<file path="config.mk">
export PLATFORM = sky130hd
export DESIGN_NAME = trig_seq_unit
export DESIGN_NICKNAME = d
export VERILOG_FILES = /design/src/rtl/trig_pkg.sv /design/src/rtl/trig_cfg_regs.sv /design/src/rtl/trig_level_eval.sv /design/src/rtl/trig_seq_ctrl.sv /design/src/rtl/trig_seq_unit.sv
export SDC_FILE = /design/constraint.sdc
export NUM_CORES = 1
export LEC_CHECK = 0
export BUFFER_PORTS_ARGS = -buffer_cell sky130_fd_sc_hd__clkbuf_2
export CAP_MARGIN = 15
export CORE_MARGIN = 2
export CORE_UTILIZATION = 44
export CTS_CLUSTER_DIAMETER = 60
export DETAILED_ROUTE_END_ITERATION = 16
export PLACE_DENSITY_LB_ADDON = 0.25
export SLEW_MARGIN = 40
export SYNTH_ARGS = -nofsm -noshare
export SYNTH_HDL_FRONTEND = slang
export SYNTH_SLANG_ARGS = --single-unit
</file>
<file path="constraint.sdc">
create_clock -name clk_i -period 3.4 [get_ports clk_i]
set_clock_uncertainty 0.1 [all_clocks]
set_input_delay 0 -clock clk_i [delete_from_list [all_inputs] [get_ports clk_i]]
set_output_delay 0 -clock clk_i [all_outputs]
set_load 0.01 [all_outputs]
</file>
<file path="src/rtl/trig_pkg.sv">
package trig_pkg;
  localparam int COND_W = 3;

  localparam logic [COND_W-1:0] COND_ANY  = 3'd0;
  localparam logic [COND_W-1:0] COND_LOW  = 3'd1;
  localparam logic [COND_W-1:0] COND_HIGH = 3'd2;
  localparam logic [COND_W-1:0] COND_RISE = 3'd3;
  localparam logic [COND_W-1:0] COND_FALL = 3'd4;
  localparam logic [COND_W-1:0] COND_EDGE = 3'd5;

  typedef enum logic [1:0] {
    SEL_CELL  = 2'd0,
    SEL_COUNT = 2'd1,
    SEL_EXT   = 2'd2,
    SEL_NONE  = 2'd3
  } cfg_sel_e;

  function automatic logic cond_met(input logic [COND_W-1:0] code,
                                    input logic cur, input logic prev);
    case (code)
      COND_LOW:  return !cur;
      COND_HIGH: return cur;
      COND_RISE: return cur && !prev;
      COND_FALL: return !cur && prev;
      COND_EDGE: return cur ^ prev;
      default:   return 1'b1;
    endcase
  endfunction

  function automatic logic ext_mode_active(input logic [COND_W-1:0] code);
    return (code != COND_ANY) && (code <= COND_EDGE);
  endfunction
endpackage

</file>
<file path="src/rtl/trig_cfg_regs.sv">
module trig_cfg_regs
  import trig_pkg::*;
#(
  parameter int PROBE_W    = 8,
  parameter int MAX_LEVELS = 10,
  parameter int LVL_W      = 4,
  parameter int BIT_W      = 3,
  parameter int CFG_DW     = 4
) (
  input  logic                                         clk_i,
  input  logic                                         rst_ni,
  input  logic                                         we_i,
  input  logic [1:0]                                   sel_i,
  input  logic [LVL_W-1:0]                             lvl_i,
  input  logic [BIT_W-1:0]                             bit_i,
  input  logic [CFG_DW-1:0]                            data_i,
  output logic [MAX_LEVELS-1:0][PROBE_W-1:0][COND_W-1:0] codes_o,
  output logic [LVL_W-1:0]                             nlev_o,
  output logic [COND_W-1:0]                            ext_mode_o
);
  logic [LVL_W-1:0]  nlev_q, nlev_clamped;
  logic [COND_W-1:0] ext_mode_q;

  always_comb begin
    if (data_i == '0)                    nlev_clamped = LVL_W'(1);
    else if (int'(data_i) > MAX_LEVELS)  nlev_clamped = LVL_W'(MAX_LEVELS);
    else                                 nlev_clamped = LVL_W'(data_i);
  end

  for (genvar l = 0; l < MAX_LEVELS; l++) begin : g_lvl
    logic hit_lvl;
    assign hit_lvl = we_i && (cfg_sel_e'(sel_i) == SEL_CELL) && (lvl_i == LVL_W'(l));
    for (genvar b = 0; b < PROBE_W; b++) begin : g_bit
      always_ff @(posedge clk_i or negedge rst_ni) begin
        if (!rst_ni)                             codes_o[l][b] <= COND_ANY;
        else if (hit_lvl && bit_i == BIT_W'(b))  codes_o[l][b] <= data_i[COND_W-1:0];
      end
    end
  end

  always_ff @(posedge clk_i or negedge rst_ni) begin
    if (!rst_ni) begin
      nlev_q     <= LVL_W'(1);
      ext_mode_q <= COND_ANY;
    end else if (we_i) begin
      if (cfg_sel_e'(sel_i) == SEL_COUNT) nlev_q     <= nlev_clamped;
      if (cfg_sel_e'(sel_i) == SEL_EXT)   ext_mode_q <= data_i[COND_W-1:0];
    end
  end

  assign nlev_o     = nlev_q;
  assign ext_mode_o = ext_mode_q;
endmodule

</file>
<file path="src/rtl/trig_level_eval.sv">
module trig_level_eval
  import trig_pkg::*;
#(
  parameter int PROBE_W    = 8,
  parameter int MAX_LEVELS = 10
) (
  input  logic [MAX_LEVELS-1:0][PROBE_W-1:0][COND_W-1:0] codes_i,
  input  logic [PROBE_W-1:0]                             cur_i,
  input  logic [PROBE_W-1:0]                             prev_i,
  output logic [MAX_LEVELS-1:0]                          hit_o
);
  for (genvar l = 0; l < MAX_LEVELS; l++) begin : g_lvl
    logic [PROBE_W-1:0] bit_ok;
    for (genvar b = 0; b < PROBE_W; b++) begin : g_bit
      assign bit_ok[b] = cond_met(codes_i[l][b], cur_i[b], prev_i[b]);
    end
    assign hit_o[l] = &bit_ok;
  end
endmodule

</file>
<file path="src/rtl/trig_seq_ctrl.sv">
module trig_seq_ctrl #(
  parameter int MAX_LEVELS = 10,
  parameter int LVL_W      = 4
) (
  input  logic                  clk_i,
  input  logic                  rst_ni,
  input  logic                  arm_i,
  input  logic [MAX_LEVELS-1:0] hit_i,
  input  logic                  ext_hit_i,
  input  logic [LVL_W-1:0]      nlev_i,
  output logic [LVL_W-1:0]      level_o,
  output logic                  trig_o,
  output logic                  done_o,
  output logic                  armed_o
);
  localparam int SPAN = 1 << LVL_W;

  logic [LVL_W-1:0] lvl_q;
  logic             trig_q, done_q, armed_q;
  logic [SPAN-1:0]  hit_pad;
  logic             cur_hit, last_lvl, active;

  assign hit_pad  = SPAN'(hit_i);
  assign cur_hit  = hit_pad[lvl_q];
  assign last_lvl = ({1'b0, lvl_q} + (LVL_W+1)'(1)) >= {1'b0, nlev_i};
  assign active   = armed_q && !done_q;

  always_ff @(posedge clk_i or negedge rst_ni) begin
    if (!rst_ni) begin
      lvl_q   <= '0;
      trig_q  <= 1'b0;
      done_q  <= 1'b0;
      armed_q <= 1'b0;
    end else begin
      trig_q <= 1'b0;
      if (arm_i) begin
        lvl_q   <= '0;
        done_q  <= 1'b0;
        armed_q <= 1'b1;
      end else if (active) begin
        if (cur_hit) lvl_q <= lvl_q + LVL_W'(1);
        if ((cur_hit && last_lvl) || ext_hit_i) begin
          trig_q <= 1'b1;
          done_q <= 1'b1;
        end
      end
    end
  end

  assign level_o = lvl_q;
  assign trig_o  = trig_q;
  assign done_o  = done_q;
  assign armed_o = armed_q;
endmodule

</file>
<file path="src/rtl/trig_seq_unit.sv">
module trig_seq_unit
  import trig_pkg::*;
#(
  parameter  int PROBE_W    = 8,
  parameter  int MAX_LEVELS = 10,
  localparam int LVL_W      = $clog2(MAX_LEVELS + 1),
  localparam int BIT_W      = (PROBE_W > 1) ? $clog2(PROBE_W) : 1,
  localparam int CFG_DW     = (LVL_W > COND_W) ? LVL_W : COND_W
) (
  input  logic               clk_i,
  input  logic               rst_ni,
  input  logic [PROBE_W-1:0] probe_i,
  input  logic               ext_trig_i,
  input  logic               arm_i,
  input  logic               cfg_we_i,
  input  logic [1:0]         cfg_sel_i,
  input  logic [LVL_W-1:0]   cfg_lvl_i,
  input  logic [BIT_W-1:0]   cfg_bit_i,
  input  logic [CFG_DW-1:0]  cfg_data_i,
  output logic               trig_o,
  output logic               triggered_o,
  output logic [LVL_W-1:0]   level_o
);
  logic [MAX_LEVELS-1:0][PROBE_W-1:0][COND_W-1:0] codes;
  logic [LVL_W-1:0]      nlev;
  logic [COND_W-1:0]     ext_mode;
  logic [PROBE_W-1:0]    prev_q;
  logic                  ext_prev_q;
  logic [MAX_LEVELS-1:0] hit;
  logic                  ext_hit;
  logic                  armed;

  trig_cfg_regs #(
    .PROBE_W(PROBE_W), .MAX_LEVELS(MAX_LEVELS),
    .LVL_W(LVL_W), .BIT_W(BIT_W), .CFG_DW(CFG_DW)
  ) i_cfg (
    .clk_i, .rst_ni,
    .we_i(cfg_we_i), .sel_i(cfg_sel_i), .lvl_i(cfg_lvl_i),
    .bit_i(cfg_bit_i), .data_i(cfg_data_i),
    .codes_o(codes), .nlev_o(nlev), .ext_mode_o(ext_mode)
  );

  // previous sample for edge codes, taken every edge
  always_ff @(posedge clk_i or negedge rst_ni) begin
    if (!rst_ni) begin
      prev_q     <= '0;
      ext_prev_q <= 1'b0;
    end else begin
      prev_q     <= probe_i;
      ext_prev_q <= ext_trig_i;
    end
  end

  trig_level_eval #(.PROBE_W(PROBE_W), .MAX_LEVELS(MAX_LEVELS)) i_eval (
    .codes_i(codes), .cur_i(probe_i), .prev_i(prev_q), .hit_o(hit)
  );

  assign ext_hit = ext_mode_active(ext_mode) && cond_met(ext_mode, ext_trig_i, ext_prev_q);

  trig_seq_ctrl #(.MAX_LEVELS(MAX_LEVELS), .LVL_W(LVL_W)) i_ctrl (
    .clk_i, .rst_ni, .arm_i,
    .hit_i(hit), .ext_hit_i(ext_hit), .nlev_i(nlev),
    .level_o, .trig_o, .done_o(triggered_o), .armed_o(armed)
  );
endmodule

</file>
After elaboration in Yosys (flattened, before gate mapping)
Cells that the tools add are included.
{"block": "totals", "regBits": 263, "latchBits": 0, "mem_bits_rw": 0, "mem_bits_ro": 0, "inputBits": 26, "mem_count": 0}
{"block": "op_classes", "add_sub_neg": 2, "n_mul": 0, "div_mod_pow": 0, "magnitude_cmp": 4, "n_eq_ne": 423, "shifts": 0, "mux": 94, "bitwise_logic": 9, "n_reduce_logical": 155}
{"operator": "$eq 3x3->1 const B", "n": 166}
{"operator": "$eq 3x2->1 const B", "n": 164}
{"operator": "$pmux 1 s5", "n": 81}
{"operator": "$eq 3x1->1 const B", "n": 82}
{"operator": "$logic_and 1x1->1", "n": 113}
{"operator": "$reduce_and 8->1", "n": 10}
{"operator": "$mux 4", "n": 5}
{"operator": "$logic_not 1->1", "n": 19}
{"operator": "$eq 4x3->1 const B", "n": 4}
{"operator": "$xor 1x1->1", "n": 9}
{"operator": "$eq 4x2->1 const B", "n": 2}
{"operator": "$eq 4x4->1 const B", "n": 2}
{"operator": "$logic_not 4->1", "n": 2}
{"operator": "$reduce_and 2->1", "n": 4}
{"operator": "$mux 1", "n": 7}
{"operator": "$reduce_bool 2->1", "n": 3}
{"operator": "$add 4x1->5 const B", "n": 1}
{"operator": "$ge 5x4->1", "n": 1}
{"operator": "$lt 4x5->1 const B", "n": 1}
{"operator": "$add 4x1->4 const B", "n": 1}
{"operator": "$bmux 1 s4", "n": 1}
{"operator": "$eq 4x1->1 const B", "n": 1}
{"operator": "$gt 4x4->1 const B", "n": 1}
{"operator": "$le 3x3->1 const B", "n": 1}
{"operator": "6 further kinds", "n": 6}

Depth between registers and ports, before layout
Gate-level depths: netlist of run 1.
{"block": "logic_depth", "depth_word": 11, "depth_mapped": 13, "depth_no_buf": 10}

Hierarchy
Synthesis of run 1 repeated with hierarchy kept, for this count alone.
{"block": "unflattened", "hier_cells": 1447, "hier_area_um2": 15140.8}
{"module": "trig_cfg_regs", "n_inst": 1, "cells_per_inst": 667, "area_per_inst_um2": 10164.7, "seq_area_each_um2": 6182.2}
{"module": "trig_level_eval", "n_inst": 1, "cells_per_inst": 698, "area_per_inst_um2": 4058.9, "seq_area_each_um2": 0.0}
{"module": "trig_seq_ctrl", "n_inst": 1, "cells_per_inst": 56, "area_per_inst_um2": 584.3, "seq_area_each_um2": 175.2}
{"module": "trig_seq_unit", "n_inst": 1, "cells_per_inst": 26, "area_per_inst_um2": 332.8, "seq_area_each_um2": 225.2}

Worst setup path before layout of run 1
Ideal clock, no wire load.
{"block": "synth_path", "path_type": "input to register", "start": "in probe_i[7]", "end": "reg i_ctrl.lvl_q[0] (netlist: i_ctrl.level_o[0])", "setup_time_ns": 0.142, "arrival_ns": 2.855, "t_required_ns": 3.158, "setup_slack_ns": 0.303, "cell_stages": 13, "n_path_buf": 3, "path_cell_list": "buf_2 > buf_2 > inv_1 > ha_1 > buf_6 > and2_4 > o21ai_2 > o311ai_1 > or4_1 > or4_4 > a32oi_4 > a211o_1 > o2111ai_1"}
{"block": "synth_via", "elab_chain_len": 8, "word_cells_on_any_way": 28, "cone_classes": "mux: 12; bitwise: 1; reduce/logical: 15"}
{"element": "start, declared", "line_no": "trig_seq_unit.sv:12", "rtl": "input logic [PROBE_W-1:0] probe_i,"}
{"element": "$logic_not 1->1", "line_no": "trig_pkg.sv:21, trig_pkg.sv:24"}
{"element": "$logic_and 1x1->1", "line_no": "trig_pkg.sv:24", "rtl": "COND_FALL: return !cur && prev;"}
{"element": "$pmux 1 s5", "line_no": "trig_pkg.sv:20", "rtl": "case (code)"}
{"element": "$reduce_and 8->1", "line_no": "trig_level_eval.sv:17", "rtl": "assign hit_o[l] = &bit_ok;"}
{"element": "$bmux 1 s4 (*)", "line_no": "trig_seq_ctrl.sv:24", "rtl": "assign cur_hit = hit_pad[lvl_q];"}
{"element": "$mux 1 (not written as such) (*)", "line_no": "trig_seq_ctrl.sv:24"}
{"element": "$reduce_bool 2->1 (no source line) (*)"}
{"element": "$reduce_and 2->1 (no source line) (*)"}
{"element": "end signal, assigned", "line_no": "trig_seq_ctrl.sv:41", "rtl": "if (cur_hit) lvl_q <= lvl_q + LVL_W'(1);"}
{"element": "end, declared", "line_no": "trig_seq_ctrl.sv:18", "rtl": "logic [LVL_W-1:0] lvl_q;"}
Mark *: on every way between the ends. The rest lies on a longest branch, timed or not. The select of a mux whose other input is x is not followed.
A chain may end at the register's enable or synchronous reset.

Worst setup path after layout of run 1
{"block": "layout_path", "start": "reg prev_q[7]", "end": "reg i_ctrl.lvl_q[0] (netlist: i_ctrl.level_o[0])"}
{"block": "layout_via", "elab_chain_len": 8, "word_cells_on_any_way": 28, "cone_classes": "mux: 12; bitwise: 1; reduce/logical: 15"}
{"element": "start, declared", "line_no": "trig_seq_unit.sv:27", "rtl": "logic [PROBE_W-1:0] prev_q;"}
{"element": "start signal, assigned", "line_no": "trig_seq_unit.sv:49", "rtl": "prev_q <= probe_i;"}
{"element": "$logic_not 1->1", "line_no": "trig_pkg.sv:23", "rtl": "COND_RISE: return cur && !prev;"}
{"element": "$logic_and 1x1->1", "line_no": "trig_pkg.sv:23"}
{"element": "$pmux 1 s5", "line_no": "trig_pkg.sv:20"}
{"element": "$reduce_and 8->1", "line_no": "trig_level_eval.sv:17"}
{"element": "$bmux 1 s4 (*)", "line_no": "trig_seq_ctrl.sv:24"}
{"element": "$mux 1 (not written as such) (*)", "line_no": "trig_seq_ctrl.sv:24"}
{"element": "$reduce_bool 2->1 (no source line) (*)"}
{"element": "$reduce_and 2->1 (no source line) (*)"}
Marks and branches as above.

==> report_table.html, run 1 <==
<table>
<tr><th>Metric</th><th>Value</th></tr>
<tr><th colspan="2">GRT</th></tr>
<tr><td>Global Route met1 Usage</td><td>0.364</td></tr>
<tr><td>Remaining Overflow, GRT</td><td>0</td></tr>
<tr><td>Number of antenna violations at the first check in global routing</td><td>0</td></tr>
<tr><td>Maximum number of pins on one net before global-route repair</td><td>94</td></tr>
<tr><td>GR Layer Usage met3</td><td>0.0422</td></tr>
<tr><td>Overall track demand over capacity in global routing</td><td>0.261</td></tr>
<tr><td>Vias in the first global route</td><td>11,600</td></tr>
<tr><td>First-pass GRT wire length</td><td>70.7 mm</td></tr>
<tr><td>Most crowded layer after global routing</td><td>met2</td></tr>
<tr><td>Met2 track demand over resource</td><td>0.412</td></tr>
<tr><th colspan="2">Logic synthesis</th></tr>
<tr><td>Number of synthesis warnings</td><td>0</td></tr>
<tr><td>Post-synthesis async set-or-reset flop share</td><td>1.00</td></tr>
<tr><td>Synthesized area per cell</td><td>9.84 sq um</td></tr>
<tr><td>Post-Syn Area</td><td>14,800 sq um</td></tr>
<tr><td>Post-synthesis sequential element count</td><td>263</td></tr>
<tr><td>Part of the Yosys area used for sequential elements</td><td>0.446</td></tr>
<tr><td>Cell count after synthesis</td><td>1,502</td></tr>
<tr><td>Number of distinct library cells after synthesis</td><td>68</td></tr>
<tr><td>Net count after synthesis</td><td>1,551</td></tr>
<tr><td>Most frequently used flop master after synthesis</td><td>sky130_fd_sc_hd__dfrtp_1</td></tr>
<tr><td>Number of enable-type register cells in the synthesized netlist</td><td>0</td></tr>
<tr><th colspan="2">Floorplanning</th></tr>
<tr><td>Core footprint</td><td>33,300 sq um</td></tr>
<tr><td>Placement Rows</td><td>67</td></tr>
<tr><td>Die X-Extent</td><td>187 microns</td></tr>
<tr><td>Die height</td><td>187 microns</td></tr>
<tr><td>Die ar.</td><td>35,100 sq um</td></tr>
<tr><td>I/O pins</td><td>32</td></tr>
<tr><td>Starting density of the core</td><td>0.444</td></tr>
<tr><th colspan="2">Critical path</th></tr>
<tr><td>Maximum net fanout on the critical path</td><td>9</td></tr>
<tr><td>Startpoint kind of the worst setup timing path</td><td>flop</td></tr>
<tr><td>Setup crit end kind</td><td>flop</td></tr>
<tr><td>Worst Path Required</td><td>3.73 ns</td></tr>
<tr><td>Critical path class</td><td>reg2reg</td></tr>
<tr><td>Worst Path Arrival</td><td>3.49 ns</td></tr>
<tr><th colspan="2">Clocking</th></tr>
<tr><td>Buffer type at the clock tree root</td><td>sky130_fd_sc_hd__clkbuf_16</td></tr>
<tr><td>Clock Pin Slew Worst Setup and Hold Paths</td><td>0.06 ns</td></tr>
<tr><td>CTS-repair resized insts</td><td>0</td></tr>
<tr><td>Total clock buffers created by CTS</td><td>30</td></tr>
<tr><td>Clk Latency, worst-skew pair</td><td>0.57 ns</td></tr>
<tr><td>Number of clock sinks</td><td>263</td></tr>
<tr><td>Clock tree from TritonCTS</td><td>done</td></tr>
<tr><td>Clock H-tree levels</td><td>1</td></tr>
<tr><td>CTS max path bufs</td><td>3</td></tr>
<tr><th colspan="2">Timing</th></tr>
<tr><td>Fmax achieved</td><td>317 MHz</td></tr>
<tr><td>Relative max-transition margin</td><td>0.424</td></tr>
<tr><td>Setup repair after global routing missed its margin</td><td>no</td></tr>
<tr><td>Hold Worst Slack</td><td>-0.00669 ns</td></tr>
<tr><td>Slew Limit Fails</td><td>0</td></tr>
<tr><td>Post-route fraction of the period consumed by the critical path</td><td>0.929</td></tr>
<tr><td>Actual transition at the worst max-transition pin</td><td>0.864 ns</td></tr>
<tr><td>Final total negative setup slack</td><td>0 ns</td></tr>
<tr><td>Hold Violations, Final</td><td>2</td></tr>
<tr><td>Final worst-path setup slack</td><td>0.242 ns</td></tr>
<tr><td>Min cycle time layout</td><td>3.16 ns</td></tr>
<tr><td>Number of setup violations in the final report</td><td>0</td></tr>
<tr><th colspan="2">Final layout</th></tr>
<tr><td>Sequential cell area in the final layout</td><td>6580 sq um</td></tr>
<tr><td># fillers</td><td>3,050</td></tr>
<tr><td>Share of post-route cells with drive strength above 1</td><td>0.262</td></tr>
<tr><td>Total number of nets in the final design</td><td>1,611</td></tr>
<tr><td>Finished layout cell area</td><td>16,900 sq um</td></tr>
<tr><td>Core utilization of the finished layout</td><td>0.507</td></tr>
<tr><td>Area added between synthesis and finish</td><td>14.2%</td></tr>
<tr><td>Area taken by multi-input logic gates</td><td>7660 sq um</td></tr>
<tr><td>Diodes inserted</td><td>0</td></tr>
<tr><th colspan="2">Routing</th></tr>
<tr><td>Number of iterations in the first detailed-routing pass</td><td>6</td></tr>
<tr><td>Post-Route WL</td><td>45.6 mm</td></tr>
<tr><td>Drt wl/cell</td><td>22.4 microns</td></tr>
<tr><td>Detailed-route DRC error count</td><td>0</td></tr>
<tr><td>Vias after detailed routing</td><td>11,900</td></tr>
<tr><td>Remaining antenna violation count</td><td>0</td></tr>
<tr><td>Initial drt markers</td><td>1,120</td></tr>
<tr><td>Per-cell via count in the routed design</td><td>5.88</td></tr>
<tr><th colspan="2">Hold path</th></tr>
<tr><td>Path type of the worst min-delay path</td><td>in2reg</td></tr>
<tr><th colspan="2">Place</th></tr>
<tr><td>Worst slack after detailed placement</td><td>0.296 ns</td></tr>
<tr><td>Number of input and output port buffers inserted</td><td>31</td></tr>
<tr><td>Final HPWL from detailed placement</td><td>31.5 mm</td></tr>
<tr><td>Routability cong.</td><td>0.919</td></tr>
<tr><td>Instance area after placement</td><td>15,600 sq um</td></tr>
<tr><th colspan="2">Outcome</th></tr>
<tr><td>Violated checks</td><td>negative hold slack</td></tr>
<tr><td>Run status</td><td>complete, but fails checks</td></tr>
<tr><th colspan="2">Power and ir drop</th></tr>
<tr><td>Power density of the placed cells</td><td>451 nW/um^2</td></tr>
<tr><td>Peak VDD IR</td><td>352 uV</td></tr>
<tr><td>LEAKAGE</td><td>7.68 nW</td></tr>
<tr><th colspan="2">Run</th></tr>
<tr><td>Max Cap Viol</td><td>0</td></tr>
</table>
-- what timing repair did --
item	in CTS	in global routing
hold buffers	21	0
endpoints found under the hold margin	319	0
buffers inserted	0	0
-- cell usage in the layout (no fill, tap or decap), types with 13 or more instances in the layout --
cell type	netlist	routed
sky130_fd_sc_hd__dlygate4sd3_1	0	20
sky130_fd_sc_hd__nor2_1	121	120
sky130_fd_sc_hd__a31oi_1	13	13
sky130_fd_sc_hd__clkbuf_16	0	31
sky130_fd_sc_hd__dfrtp_1	262	262
sky130_fd_sc_hd__nand2_1	190	190
sky130_fd_sc_hd__nand2b_1	23	23
sky130_fd_sc_hd__o32ai_1	14	14
sky130_fd_sc_hd__and2_1	21	21
sky130_fd_sc_hd__a21oi_1	91	91
sky130_fd_sc_hd__nor4_1	16	16
sky130_fd_sc_hd__nand3_1	89	89
sky130_fd_sc_hd__mux2i_1	28	28
sky130_fd_sc_hd__nor2b_1	39	39
sky130_fd_sc_hd__mux2_2	251	251
sky130_fd_sc_hd__o21ai_0	49	49
sky130_fd_sc_hd__clkbuf_2	0	27
sky130_fd_sc_hd__a211oi_1	15	15
sky130_fd_sc_hd__inv_1	42	42
sky130_fd_sc_hd__ha_1	23	23
sky130_fd_sc_hd__buf_4	1	58
-- metrics by stage --
stage,std cells,power (mW),hold slack (ns)
after floorplan,1502,3.90,-0.396
after global placement,1957,4.30,-0.0908
after detailed placement,1957,4.31,-0.0912
after CTS,2031,7.65,0.0259
after global routing,2031,7.88,0.0167
final,2031,7.61,-0.00669
-- state kept, by name, indices dropped and copies added, names as in the netlist --
signal / count
prev_q: 8
ext_prev_q: 1
i_ctrl.level_o: 4
i_ctrl.trig_o: 1
i_cfg.ext_mode_o: 3
i_cfg.nlev_o: 4
i_ctrl.armed_o: 1
i_cfg.codes_o: 240
i_ctrl.done_o: 1
-- critical path, stage by stage, from the launching register on --
cell	delay, ns
sky130_fd_sc_hd__dfrtp_1	0.38
sky130_fd_sc_hd__ha_1	0.29
sky130_fd_sc_hd__buf_4	0.18
sky130_fd_sc_hd__and2_2	0.19
sky130_fd_sc_hd__o21ai_0	0.32
sky130_fd_sc_hd__o311ai_0	0.29
sky130_fd_sc_hd__a2111oi_0	0.46
sky130_fd_sc_hd__nand3_1	0.24
sky130_fd_sc_hd__a21oi_1	0.19
sky130_fd_sc_hd__buf_4	0.17
sky130_fd_sc_hd__a211o_1	0.11
sky130_fd_sc_hd__o2111ai_1	0.10
-- cell type report --
type | count | share of cell area
clock buffers | 46 | 0.0546
clock inverters | 7 | 0.00504
inverters | 46 | 0.0104
multi-input cells | 1109 | 0.454
flip-flops and latches | 263 | 0.390
well taps | 448 | 0.0332
repair buffers | 112 | 0.0524
-- per-layer routing --
layer | wire length (microns) | vias to the layer above
met3 | 3420 | 96
met2 | 20900 | 431
met4 | 1580 | 0
li1 | - | 5452
met5 | 0 | -
met1 | 19600 | 5967
-- power breakdown --
group | internal, mW | switching [mW]
Combinational | 0.357 | 0.580
Clock | 2.00 | 1.31
Sequential | 3.24 | 0.127
Total | 5.59 | 2.02
-- cells in the mapped netlist, types with 3 or more instances --
master                      instances  share of area
sky130_fd_sc_hd__nand3_1           89          0.030
sky130_fd_sc_hd__a21oi_1           91          0.031
sky130_fd_sc_hd__o21ai_0           49          0.017
sky130_fd_sc_hd__ha_1              23          0.019
sky130_fd_sc_hd__mux2_2           251           0.19
sky130_fd_sc_hd__nand3b_1           7         0.0036
sky130_fd_sc_hd__a21boi_0          11         0.0056
sky130_fd_sc_hd__a211o_1            8         0.0047
sky130_fd_sc_hd__buf_1              5         0.0013
sky130_fd_sc_hd__nor2_1           121          0.031
sky130_fd_sc_hd__or4_1              3         0.0015
sky130_fd_sc_hd__nor3_1             7         0.0024
sky130_fd_sc_hd__a2111oi_0          3         0.0018
sky130_fd_sc_hd__mux2i_1           28          0.019
sky130_fd_sc_hd__inv_1             42          0.011
sky130_fd_sc_hd__and3_1             8         0.0034
sky130_fd_sc_hd__a31oi_1           13         0.0055
sky130_fd_sc_hd__a211oi_1          15         0.0076
sky130_fd_sc_hd__nand2b_1          23         0.0097
sky130_fd_sc_hd__buf_6              3         0.0023
sky130_fd_sc_hd__buf_2             14         0.0047
sky130_fd_sc_hd__nor3b_1           10         0.0051
sky130_fd_sc_hd__clkbuf_1          61          0.015
sky130_fd_sc_hd__o2111ai_1          6         0.0036
sky130_fd_sc_hd__nor4_1            16         0.0068
sky130_fd_sc_hd__o32ai_1           14         0.0083
sky130_fd_sc_hd__dfrtp_1          262           0.44
sky130_fd_sc_hd__and2_2             5         0.0025
sky130_fd_sc_hd__nand4_1            4         0.0017
sky130_fd_sc_hd__o311ai_0           7         0.0041
sky130_fd_sc_hd__and2_1            21         0.0089
sky130_fd_sc_hd__o22ai_1            8         0.0034
sky130_fd_sc_hd__nor2b_1           39          0.017
sky130_fd_sc_hd__nand2_1          190          0.048
-- worst paths after layout --
path / start / endpoint / slack [ns] / depth (start not counted)
max reg2reg: prev_q[7]$_DFF_PN0_ / i_ctrl.level_o[0]$_DFFE_PN0P_ / 0.24 / 11
min reg2reg: i_cfg.nlev_o[2]$_DFFE_PN0P_ / i_cfg.nlev_o[2]$_DFFE_PN0P_ / 0.41 / 2
min in group asynchronous: rst_ni / i_cfg.nlev_o[0]$_DFFE_PN1P_ / 0.48 / 3
max in group asynchronous: rst_ni / i_cfg.codes_o[181]$_DFFE_PN0P_ / 2.07 / 4
max: prev_q[7]$_DFF_PN0_ / i_ctrl.level_o[0]$_DFFE_PN0P_ / 0.24 / 11
min: cfg_data_i[0] / i_cfg.codes_o[42]$_DFFE_PN0P_ / -0.007 / 3
-- kinds of logic (layout without fill, tap and decap cells) --
kind of cell             count (synthesis)  count (layout)  share of synthesized area
XOR/XNOR                                 2               2                    0.00119
AND/OR/NAND/NOR                        555             555                      0.178
flip-flops                             263             263                      0.446
adder cells (fa/ha/maj)                 23              23                     0.0195
AO/OA/AOI/OAI                          248             248                      0.108
multiplexers                           281             281                      0.212
buffers and inverters                  130             211                     0.0362
(Power assumes the default switching activity.)
==> inputs of run 2 (changes only) <==
- MAX_ROUTING_LAYER: default -> met4
==> run 2 against run 1 <==
Effect of this change:
- die area is the same
- via count increased by 0.21%
- power barely moved
- largest power group unchanged
- the run still ends with negative hold slack left
- core utilization unchanged
- highest routed layer unchanged
==> report_table.html, run 2 (same netlist as run 1, synthesis figures left out) <==
<table>
<tr><th>Metric</th><th>Value</th></tr>
<tr><th colspan="2">Final layout</th></tr>
<tr><td>Sequential cell area in the final layout</td><td>6580 sq um</td></tr>
<tr><td>Area added between synthesis and finish</td><td>14.2%</td></tr>
<tr><td>Register ranked first by flip-flop count</td><td>i_cfg.codes_o</td></tr>
<tr><td>Share of post-route cells with drive strength above 1</td><td>0.262</td></tr>
<tr><td>Total number of nets in the final design</td><td>1,611</td></tr>
<tr><td>Area taken by multi-input logic gates</td><td>7660 sq um</td></tr>
<tr><td>Diodes inserted</td><td>0</td></tr>
<tr><td>Most common cell after layout, fill and taps aside</td><td>sky130_fd_sc_hd__dfrtp_1</td></tr>
<tr><td>Number of flip-flops in the largest register</td><td>240</td></tr>
<tr><td>Non-filler cells in the finished layout</td><td>2,031</td></tr>
<tr><td># fillers</td><td>3,050</td></tr>
<tr><td>Largest registers</td><td>i_cfg.codes_o: 240 flops, prev_q: 8 flops</td></tr>
<tr><td>Highest-count cells in the layout ignoring fill and taps</td><td>sky130_fd_sc_hd__dfrtp_1 (262), sky130_fd_sc_hd__mux2_2 (251), sky130_fd_sc_hd__nand2_1 (190)</td></tr>
<tr><th colspan="2">Hold path</th></tr>
<tr><td>Number of stages on the worst hold path</td><td>3</td></tr>
<tr><td>Start point of the worst min-delay path</td><td>cfg_data_i[0]</td></tr>
<tr><td>Worst hold path endpoint</td><td>i_cfg.codes_o[42]$_DFFE_PN0P_</td></tr>
<tr><td>Path type of the worst min-delay path</td><td>in2reg</td></tr>
<tr><th colspan="2">Routing</th></tr>
<tr><td>Post-Route WL</td><td>45.7 mm</td></tr>
<tr><td>Remaining antenna violation count</td><td>0</td></tr>
<tr><td>Length of routed met3 wiring</td><td>2.95 mm</td></tr>
<tr><td>Drt wl/cell</td><td>22.5 microns</td></tr>
<tr><td>Routed met2 length</td><td>21.1 mm</td></tr>
<tr><td>Met1 wire length</td><td>20.0 mm</td></tr>
<tr><td>Per-cell via count in the routed design</td><td>5.89</td></tr>
<tr><td>Vias after detailed routing</td><td>12,000</td></tr>
<tr><td>Number of iterations in the first detailed-routing pass</td><td>5</td></tr>
<tr><td>Detailed-route DRC error count</td><td>0</td></tr>
<tr><td>Highest layer used for signal routing</td><td>met4</td></tr>
<tr><td>Initial drt markers</td><td>1,153</td></tr>
<tr><th colspan="2">Clocking</th></tr>
<tr><td>Clk Latency, worst-skew pair</td><td>0.57 ns</td></tr>
<tr><td>Clock tree from TritonCTS</td><td>done</td></tr>
<tr><td>CTS max path bufs</td><td>3</td></tr>
<tr><td>Clock H-tree levels</td><td>1</td></tr>
<tr><td>Number of clock sinks</td><td>263</td></tr>
<tr><td>Buffer type at the clock tree root</td><td>sky130_fd_sc_hd__clkbuf_16</td></tr>
<tr><td>Clock Pin Slew Worst Setup and Hold Paths</td><td>0.06 ns</td></tr>
<tr><td>Total clock buffers created by CTS</td><td>30</td></tr>
<tr><th colspan="2">Floorplanning</th></tr>
<tr><td>I/O pins</td><td>32</td></tr>
<tr><td>Starting density of the core</td><td>0.444</td></tr>
<tr><td>Placement Rows</td><td>67</td></tr>
<tr><td>Die height</td><td>187 microns</td></tr>
<tr><td>Core footprint</td><td>33,300 sq um</td></tr>
<tr><td>Die X-Extent</td><td>187 microns</td></tr>
<tr><td>Die ar.</td><td>35,100 sq um</td></tr>
<tr><th colspan="2">Run</th></tr>
<tr><td>Max Cap Viol</td><td>0</td></tr>
<tr><th colspan="2">Timing</th></tr>
<tr><td>Hold Violations, Final</td><td>5</td></tr>
<tr><td>Number of setup violations in the final report</td><td>0</td></tr>
<tr><td>Min cycle time layout</td><td>3.21 ns</td></tr>
<tr><td>Fmax achieved</td><td>312 MHz</td></tr>
<tr><td>Post-route fraction of the period consumed by the critical path</td><td>0.943</td></tr>
<tr><td>Hold Worst Slack</td><td>-0.0157 ns</td></tr>
<tr><td>Final total negative setup slack</td><td>0 ns</td></tr>
<tr><td>Actual transition at the worst max-transition pin</td><td>0.859 ns</td></tr>
<tr><td>Slew Limit Fails</td><td>0</td></tr>
<tr><td>Setup repair after global routing missed its margin</td><td>no</td></tr>
<tr><td>Relative max-transition margin</td><td>0.427</td></tr>
<tr><th colspan="2">Critical path</th></tr>
<tr><td>Maximum net fanout on the critical path</td><td>9</td></tr>
<tr><td>Worst Path Arrival</td><td>3.54 ns</td></tr>
<tr><td>Startpoint of the lowest-slack register-to-register path</td><td>prev_q[7]$_DFF_PN0_</td></tr>
<tr><td>Startpoint kind of the worst setup timing path</td><td>flop</td></tr>
<tr><td>Worst Path Required</td><td>3.73 ns</td></tr>
<tr><td>Setup crit end kind</td><td>flop</td></tr>
<tr><td>Critical path class</td><td>reg2reg</td></tr>
<tr><td>Register-to-register path setup slack</td><td>0.19 ns</td></tr>
<tr><td>Logic depth of the worst register-to-register path</td><td>11</td></tr>
<tr><td>Critical R2R Capture</td><td>i_ctrl.level_o[0]$_DFFE_PN0P_</td></tr>
<tr><th colspan="2">GRT</th></tr>
<tr><td>Number of antenna violations at the first check in global routing</td><td>0</td></tr>
<tr><td>First-pass GRT wire length</td><td>70.5 mm</td></tr>
<tr><td>Maximum number of pins on one net before global-route repair</td><td>94</td></tr>
<tr><td>Overall track demand over capacity in global routing</td><td>0.268</td></tr>
<tr><td>Vias in the first global route</td><td>11,600</td></tr>
<tr><td>Remaining Overflow, GRT</td><td>0</td></tr>
<tr><th colspan="2">Power and ir drop</th></tr>
<tr><td>Peak VDD IR</td><td>352 uV</td></tr>
<tr><td>Overall power</td><td>7.61 mW</td></tr>
<tr><td>Power density of the placed cells</td><td>451 nW/um^2</td></tr>
<tr><td>LEAKAGE</td><td>7.68 nW</td></tr>
<tr><th colspan="2">Place</th></tr>
<tr><td>Number of input and output port buffers inserted</td><td>31</td></tr>
<tr><td>Instance count after placement with tap cells included</td><td>1,957</td></tr>
<tr><td>Routability cong.</td><td>0.935</td></tr>
<tr><td>Final HPWL from detailed placement</td><td>31.5 mm</td></tr>
<tr><th colspan="2">Outcome</th></tr>
<tr><td>Run status</td><td>complete, but fails checks</td></tr>
<tr><td>Violated checks</td><td>negative hold slack</td></tr>
</table>
[run 2: cell counts in the layout (fill, tap and decap cells not counted)]
Identical to the previous run, type by type.
[run 2: metal layers]
metal,vias to the layer above,GRT usage
met5,-,-
met4,0,0.0821
met3,94,0.0381
met2,409,0.415
met1,6023,0.367
li1,5445,-
[run 2: area by class of cell]
| cell class | instances | share of cell area |
|---|---|---|
| inverter | 46 | 0.0104 |
| clock inverter | 7 | 0.00504 |
| multi-input combinational | 1109 | 0.454 |
| tap | 448 | 0.0332 |
| timing repair buffer | 112 | 0.0524 |
| clock buffer | 46 | 0.0546 |
| sequential | 263 | 0.390 |
[run 2: how the worst max path moves through the flow]
stage / slack (ns) / to / startpoint / cells past startpoint
3_5_place_dp: 0.30 / i_ctrl.level_o[0]$_DFFE_PN0P_ / prev_q[7]$_DFF_PN0_ / 11
2_1_floorplan: 0.30 / i_ctrl.level_o[0]$_DFFE_PN0P_ / probe_i[7] / 13
3_3_place_gp: 0.24 / i_ctrl.level_o[0]$_DFFE_PN0P_ / prev_q[7]$_DFF_PN0_ / 11
6_report: 0.19 / i_ctrl.level_o[0]$_DFFE_PN0P_ / prev_q[7]$_DFF_PN0_ / 11
4_1_cts: 0.27 / i_ctrl.level_o[0]$_DFFE_PN0P_ / prev_q[7]$_DFF_PN0_ / 11
5_1_grt: 0.10 / i_ctrl.level_o[0]$_DFFE_PN0P_ / probe_i[1] / 13
[run 2: power by group]
group / leakage [nW] / switching [mW] / internal [mW]
clock: 0.502 / 1.31 / 2.00
combinational: 3.62 / 0.578 / 0.357
sequential: 3.57 / 0.127 / 3.24
total: 7.68 / 2.02 / 5.59
[run 2: per-stage QoR]
step | setup slack (ns) | utilization | area (sq um) | hold slack, ns
3_5_place_dp | 0.296 | 0.470 | 15600 | -0.0912
5_1_grt | 0.104 | 0.507 | 16900 | 0.0196
3_3_place_gp | 0.240 | 0.470 | 15600 | -0.0908
2_1_floorplan | 0.303 | - | 14800 | -0.396
6_report | 0.193 | 0.507 | 16900 | -0.0157
4_1_cts | 0.269 | 0.507 | 16900 | 0.0259
[run 2: timing repair]
action	4_1_cts	5_1_grt
buffers inserted	0	0
hold endpoints to repair	319	0
hold buffers	21	0
resized for setup	0	0
[run 2: worst max-delay path, stage by stage (launching register included)]
cell and delay, ns:
sky130_fd_sc_hd__dfrtp_1 0.38, sky130_fd_sc_hd__ha_1 0.29, sky130_fd_sc_hd__buf_4 0.18, sky130_fd_sc_hd__and2_2 0.19, sky130_fd_sc_hd__o21ai_0 0.34, sky130_fd_sc_hd__o311ai_0 0.28
sky130_fd_sc_hd__a2111oi_0 0.48, sky130_fd_sc_hd__nand3_1 0.25, sky130_fd_sc_hd__a21oi_1 0.19, sky130_fd_sc_hd__buf_4 0.17, sky130_fd_sc_hd__a211o_1 0.11, sky130_fd_sc_hd__o2111ai_1 0.10
